[src/rtl/sync_burst_sram.sv]
`timescale 1ns/1ps
module sync_burst_sram #(
  parameter int DEPTH = 64,
  parameter int BW    = 9,
  parameter int NB    = 4,
  localparam int AW   = $clog2(DEPTH),
  localparam int W    = BW * NB
) (
  input  logic          clk,
  input  logic          rst_n,
  input  logic [AW-1:0] addr,
  input  logic [W-1:0]  din,
  input  logic          start_ctl_n,
  input  logic          start_cpu_n,
  input  logic          adv_n,
  input  logic          byte_wr_n,
  input  logic          all_wr_n,
  input  logic [NB-1:0] lane_wr_n,
  input  logic          cs0_n,
  input  logic          cs1,
  input  logic          cs2_n,
  input  logic          oe_n,
  input  logic          ilv_mode,
  output logic [W-1:0]  dout,
  output logic          dout_en
);
  logic [W-1:0]  mem [DEPTH];
  logic [AW-1:0] base_r;
  logic [1:0]    cnt_r;
  logic          act_r;
  logic [NB-1:0] mask_r;
  logic [W-1:0]  din_r;
  logic [W-1:0]  rd_r;
  logic          vld_r;

  wire strobe = !start_ctl_n || !start_cpu_n;
  wire sel    = !cs0_n && cs1 && !cs2_n;
  wire [NB-1:0] wmask = !all_wr_n ? {NB{1'b1}} : (!byte_wr_n ? ~lane_wr_n : '0);
  wire [1:0] low = ilv_mode ? (base_r[1:0] ^ cnt_r) : (base_r[1:0] + cnt_r);
  wire [AW-1:0] eff = {base_r[AW-1:2], low};
  wire is_wr = act_r && (mask_r != '0);

  always_ff @(posedge clk or negedge rst_n) begin
    if (!rst_n) begin
      base_r <= '0;
      cnt_r  <= '0;
      act_r  <= 1'b0;
      mask_r <= '0;
      din_r  <= '0;
      rd_r   <= '0;
      vld_r  <= 1'b0;
    end else begin
      if (strobe) begin
        act_r  <= sel;
        base_r <= addr;
        cnt_r  <= '0;
      end else if (!adv_n) begin
        cnt_r  <= cnt_r + 2'd1;
      end
      mask_r <= wmask;
      din_r  <= din;
      vld_r  <= act_r && !is_wr;
      if (act_r && !is_wr) rd_r <= mem[eff];
    end
  end

  for (genvar i = 0; i < NB; i++) begin : g_lane
    always_ff @(posedge clk) begin
      if (is_wr && mask_r[i]) mem[eff][i*BW +: BW] <= din_r[i*BW +: BW];
    end
  end

  assign dout_en = vld_r && !oe_n;
  assign dout    = rd_r;

  p_desel_hiz_r9: assert property (@(posedge clk) disable iff (!rst_n)
    (strobe && !sel) |=> ##1 !vld_r);
  p_valid_needs_sel_r2: assert property (@(posedge clk) disable iff (!rst_n)
    vld_r |-> $past(act_r));
  p_write_no_drive_r8: assert property (@(posedge clk) disable iff (!rst_n)
    is_wr |=> !vld_r);
  p_base_hold_r5: assert property (@(posedge clk) disable iff (!rst_n)
    !strobe |=> $stable(base_r));
  p_cnt_wrap_r5: assert property (@(posedge clk) disable iff (!rst_n)
    (!strobe && !adv_n && cnt_r == 2'd3) |=> cnt_r == 2'd0);
  p_load_clears_r12: assert property (@(posedge clk) disable iff (!rst_n)
    strobe |=> cnt_r == 2'd0);
endmodule

[config.mk]
export PLATFORM = sky130hd
export DESIGN_NAME = sync_burst_sram
export DESIGN_NICKNAME = d
export VERILOG_FILES = /design/src/rtl/sync_burst_sram.sv
export SDC_FILE = /design/constraint.sdc
export NUM_CORES = 2
export LEC_CHECK = 0
export BUFFER_PORTS_ARGS = -buffer_cell sky130_fd_sc_hd__buf_4
export CORE_MARGIN = 3
export CORE_UTILIZATION = 50
export DETAILED_ROUTE_END_ITERATION = 10
export GPL_ROUTABILITY_DRIVEN = 0
export PLACE_DENSITY = 0.73
export REMOVE_ABC_BUFFERS = 1
export SYNTH_ARGS = -nofsm -noshare
export SYNTH_HDL_FRONTEND = slang
export SYNTH_SLANG_ARGS = --single-unit
[constraint.sdc]
create_clock -name clk -period 8.5 [get_ports clk]
set_input_delay 0.85 -clock clk [delete_from_list [all_inputs] [get_ports clk]]
set_output_delay 0.85 -clock clk [all_outputs]
set_load 0.02 [all_outputs]
; Yosys cells after proc, flatten, opt, wreduce, memory -nomap -nowiden
; Memory sizes are Yosys's and may differ from the RTL's. A register that Yosys moved wholly into a read port is not among the register bits.
; Index checks and enable logic that the tools add are counted.
[totals]
regBits = 50
mem_bits_rw = 2304
out_inout_bits = 37
memories = 1
[memory_table]
columns = memory, words, width, read_ports, rd_clocked_by_memory_dff, wr, line
row1 = mem, 64, 36, 1, 1, 1, 27  ; logic [W-1:0] mem [DEPTH];
[op_classes]
addsub = 2
n_eq_ne = 1
mux = 13
bitwise = 2
reduce_logical = 18
[op_table]
columns = op, n
row1 = 1-bit logical AND, 9
row2 = 1-bit 2-to-1 mux, 8
row3 = 4-bit 2-to-1 mux, 2
row4 = 1-bit logical NOT, 7
row5 = 2-bit 2-to-1 mux, 3
row6 = 4-bit NOT, 1
row7 = 4-bit nonzero test, 1
row8 = 2-bit by 1-bit adder with 2-bit output (second input constant), 1
row9 = 2-bit adder, 1
row10 = 2-bit by 1-bit != test with 1-bit output (second input constant), 1
row11 = 2-bit bitwise XOR, 1
row12 = 1-bit logical OR, 1

; Depth between registers and ports, before layout
[logic_depth]
word_depth = 5
ltp_mapped = 10
mapped_depth_nobuf = 7

; Worst setup path before layout
; Ideal clock, no wire load.
[synth_timing]
path_type = input port to flip-flop
start = input port ilv_mode
end = memory mem[23][0] (netlist name) (enable)
setup_ns = 0.374
t_arrival_ns = 2.861
setup_slack_ns = 5.265
stages = 8
path_cell_list = nor2b_1 > xnor2_2 > buf_2 > buf_2 > buf_1 > nand3_1 > clkbuf_1 > nor2_1
[synth_via]
elab_chain_cells = 1
[synth_lines]
columns = item, line
row1 = "start, declared", 23  ; input logic ilv_mode,
row2 = 2-bit 2-to-1 mux, 39  ; wire [1:0] low = ilv_mode ? (base_r[1:0] ^ cnt_r) : (base_r[1:0] + cnt_r);
row3 = "end, declared", 27
; No other way between the ends.

==> flow_summary.yaml <==
place:
  port-buffer-count: 94
  placement.cell_area_um2: 97600
  hpwl_dp_mm: 131
  place.detailed.instances: 8012
  worst_case_setup_slack_after_placement_ps: 3400
logic_synthesis:
  synth.area.top_cells: "sky130_fd_sc_hd__edfxtp_1 (73%), sky130_fd_sc_hd__mux2i_1 (10%), sky130_fd_sc_hd__nor3_1 (5.2%), sky130_fd_sc_hd__dfrtp_1 (2.3%), sky130_fd_sc_hd__a22oi_1 (1.4%)"
  yosys.area_share.simple_pct: 7.61
  netlist_cell_types: 38
  synth_async_sr_flop_share_pct: 3.60
  post_synth_xor_area_fraction_pct: 0.0610
  synth_largest_type_area_fraction_pct: 73.3
  muxShareOfSynthArea_pct: 10.8
  synthDominantAreaCellType: "sky130_fd_sc_hd__edfxtp_1"
  synth-compound-area-share_pct: 4.13
  mappedNetlistArea_um2: 94400
  synth_seq_cells: 2390
  netlist_top_cells_count: "sky130_fd_sc_hd__edfxtp_1 (2304), sky130_fd_sc_hd__nor3_1 (974), sky130_fd_sc_hd__mux2i_1 (972)"
  yosys.cell_count.top_type: "sky130_fd_sc_hd__edfxtp_1"
  synth-warning-count: 0
  main_combinational_cell_family_by_area_after_synthesis: "multiplexers"
  syn_area_per_cell_um2: 16.4
  syn_inst: 5773
  synth_enable_flop_cells: 2304
  synth_seq_area_share_pct: 75.6
  synthAdderAreaFrac_pct: 0.0133
  dominantRegCellSynth: "sky130_fd_sc_hd__edfxtp_1"
cts:
  post_cts_gate_resize_count: 0
  tritoncts: "done"
  ctsRootBufferMaster: "sky130_fd_sc_hd__clkbuf_16"
  cts.reportedPaths.clkPinSlew_ps: 70
  clkSinkCount: 2390
  cts_hold_buf: 0
  ctsHtreeMaxLevel: 4
  worst_skew_pair_later_pin_latency_ps: 850
  clock_path_buffers: 3
  cts_setup_buffers: 0
  cts_inserted_buffers: 220
job:
  drv.max_cap_violation_count: 0
worst_setup_path:
  worst_r2r_endpoint: "dout[22]"
  critPathKind: "flip-flop to flip-flop"
  worst-endpoint-arrival_ps: 5860
  worstReg2RegStart: "base_r[2]"
  regToRegSetupSlack_ps: 3340
  crit_path_max_fanout: 108
  setup.worst_path.start: "base_r[2]"
  worstRegToRegCells: 7
  cp-start-kind: "flip-flop"
  cp.required_ps: 9200
  timing.critical_path.to_type: "flip-flop"
global_routing:
  number_of_antenna_violations_at_the_first_check_in_global_routing: 1
  total_routing_usage_reported_by_global_routing_pct: 24.3
  overflow: 0
  grt_pass1_wl_mm: 352
  number_of_global_route_vias_before_repair: 52500
  largest_net_degree_at_the_start_of_global_routing: 211
timing:
  period_share_pct: 60.7
  final.setup_skew_ps: 26.8
  max_slew_margin_pct: 14.0
  period_needed_ps: 5160
  setup_violations: 0
  max_slew.worst_pin.slew_ps: 1290
  rsz0062_at_grt: "no"
  hold_violations: 0
  postLayoutSetupSlackWorst_ps: 3340
  max_clock_freq_ghz: 0.194
  slew_violations: 0
  fin_tns_setup_ps: 0
route:
  drt_first_pass_iters: 6
  detail-route-antenna-nets: 0
  routed_length_per_placed_instance_um: 28.3
  vias_per_cell: 6.32
  drc_errors: 0
  drt_iter0_markers: 6709
  vias: 53200
  totalWireLength_mm: 238
floorplanning:
  initial_utilization_pct: 50.6
  die_area_um2: 194000
  die_x_um: 441
  core_region_area_um2: 187000
  rows: 158
  floorplan.die.height_um: 441
  pin_count: 95
finish:
  fin_nets: 5813
  sequential_cell_area_um2: 71400
  instances_no_fill: 8420
  area_growth_pct: 10.8
  final_design_area_no_fill_um2: 105000
  drive_above_1_share_pct: 10.2
  number_of_filler_instances_in_the_final_layout: 14100
  multiInputGateArea_um2: 21500
min_path:
  hold_path.class: "primary input to async pin"
pwr:
  power.static_leakage_nw: 34.2
  ir_worst_vdd_mv: 0.226
  power.density_nw_per_um2: 238
status:
  outcome: "finished, final reports clean"
[metrics by stage]
stage               util, %  hold slack (ps)  power (mW)
finish                 56.1             50.9        24.9
global route           56.1             74.7        25.6
CTS                    56.1             30.6        25.0
detailed placement     52.3              578        15.6
global placement       52.3              561        15.5
floorplan                 -              487        17.0
[where the power goes]
| part | total [mW] | switching [mW] | internal, mW |
|---|---|---|---|
| Combinational | 2.33 | 1.60 | 0.730 |
| Sequential | 13.0 | 0.0619 | 13.0 |
| Clock | 9.59 | 4.18 | 5.41 |
[cells by family (layout without fill, tap and decap cells)]
group,after synthesis,after routing
buffers and inverters,439,605
DFF,2390,2390
AOI/OAI and AO/OA,473,473
muxes,1013,1013
other,0,1
xor gates and xnor gates,4,4
adders and majority gates,1,1
and+or+nand+nor,1453,1453
[state kept, by name, indices dropped and copies added, names as in the netlist]
signal / flops
din_r: 36
cnt_r: 2
dout: 36
mem: 2304
vld_r: 1
base_r: 6
mask_r: 4
act_r: 1
[cell usage in the layout (no fill, tap or decap), types with 3 or more instances in the layout]
master,netlist,routed
sky130_fd_sc_hd__buf_4,4,181
sky130_fd_sc_hd__nand3_4,0,3
sky130_fd_sc_hd__a22oi_1,180,180
sky130_fd_sc_hd__clkbuf_1,330,62
sky130_fd_sc_hd__clkbuf_16,0,225
sky130_fd_sc_hd__nor3_4,0,4
sky130_fd_sc_hd__clkinvlp_4,0,11
sky130_fd_sc_hd__nor2b_1,4,4
sky130_fd_sc_hd__clkinv_1,0,42
sky130_fd_sc_hd__bufinv_16,0,17
sky130_fd_sc_hd__nand2_1,37,36
sky130_fd_sc_hd__or4_1,108,108
sky130_fd_sc_hd__a2111oi_0,36,33
sky130_fd_sc_hd__a41oi_1,36,36
sky130_fd_sc_hd__o2111a_1,36,36
sky130_fd_sc_hd__nand3_1,7,3
sky130_fd_sc_hd__dfrtp_1,86,49
sky130_fd_sc_hd__nor3b_2,0,3
sky130_fd_sc_hd__o21ai_0,5,5
sky130_fd_sc_hd__and3_1,5,4
sky130_fd_sc_hd__mux2_2,41,41
sky130_fd_sc_hd__nor3_1,974,973
sky130_fd_sc_hd__inv_6,0,5
sky130_fd_sc_hd__nor2_1,298,296
sky130_fd_sc_hd__edfxtp_1,2304,2304
sky130_fd_sc_hd__mux2i_1,972,972
sky130_fd_sc_hd__a41o_1,36,36
sky130_fd_sc_hd__dfrtp_2,0,36
sky130_fd_sc_hd__buf_12,0,13
sky130_fd_sc_hd__clkinv_2,0,36
sky130_fd_sc_hd__clkbuf_8,0,6
sky130_fd_sc_hd__a21oi_1,36,36
sky130_fd_sc_hd__a2111oi_1,0,3
sky130_fd_sc_hd__o41ai_1,108,108
sky130_fd_sc_hd__and2_1,2,3
sky130_fd_sc_hd__or3_2,0,4
[worst max path at each step]
stage / slack [ps] / cells after the start / to
finish: 3340 / 7 / dout[22]
global placement: 3430 / 7 / dout[3]
global route: 3250 / 8 / dout[8]
floorplan: -37530 / 3 / mem[51][18]
CTS: 3400 / 7 / dout[0]
detailed placement: 3400 / 7 / dout[0]
[worst max-delay path, cell delays in order (launching register included)]
cell and delay (ps):
sky130_fd_sc_hd__dfrtp_4 730, sky130_fd_sc_hd__inv_8 600, sky130_fd_sc_hd__buf_4 970, sky130_fd_sc_hd__buf_4 800
sky130_fd_sc_hd__nor3_1 150, sky130_fd_sc_hd__o41ai_1 890, sky130_fd_sc_hd__o2111a_1 430, sky130_fd_sc_hd__a41oi_1 140
[final cells by class]
type / instances / area share (%)
tap: 2480 / 2.97
antenna: 1 / 0.00239
clock inverter: 114 / 0.971
clock buffer: 293 / 5.68
inverter: 3 / 0.0179
sequential: 2390 / 68.2
timing repair buffer: 195 / 1.55
multi-input combinational: 2944 / 20.6
[metal layers]
metal | track usage [%] | part of all wire [%] | vias to the layer above
li1 | - | - | 23000
met1 | 32.8 | 38 | 26700
met4 | 10.1 | 4.3 | 0
met3 | 4.38 | 9.1 | 516
met5 | 0 | 0 | -
met2 | 39.3 | 48 | 2926
Power figures use the tool's default switching activity.
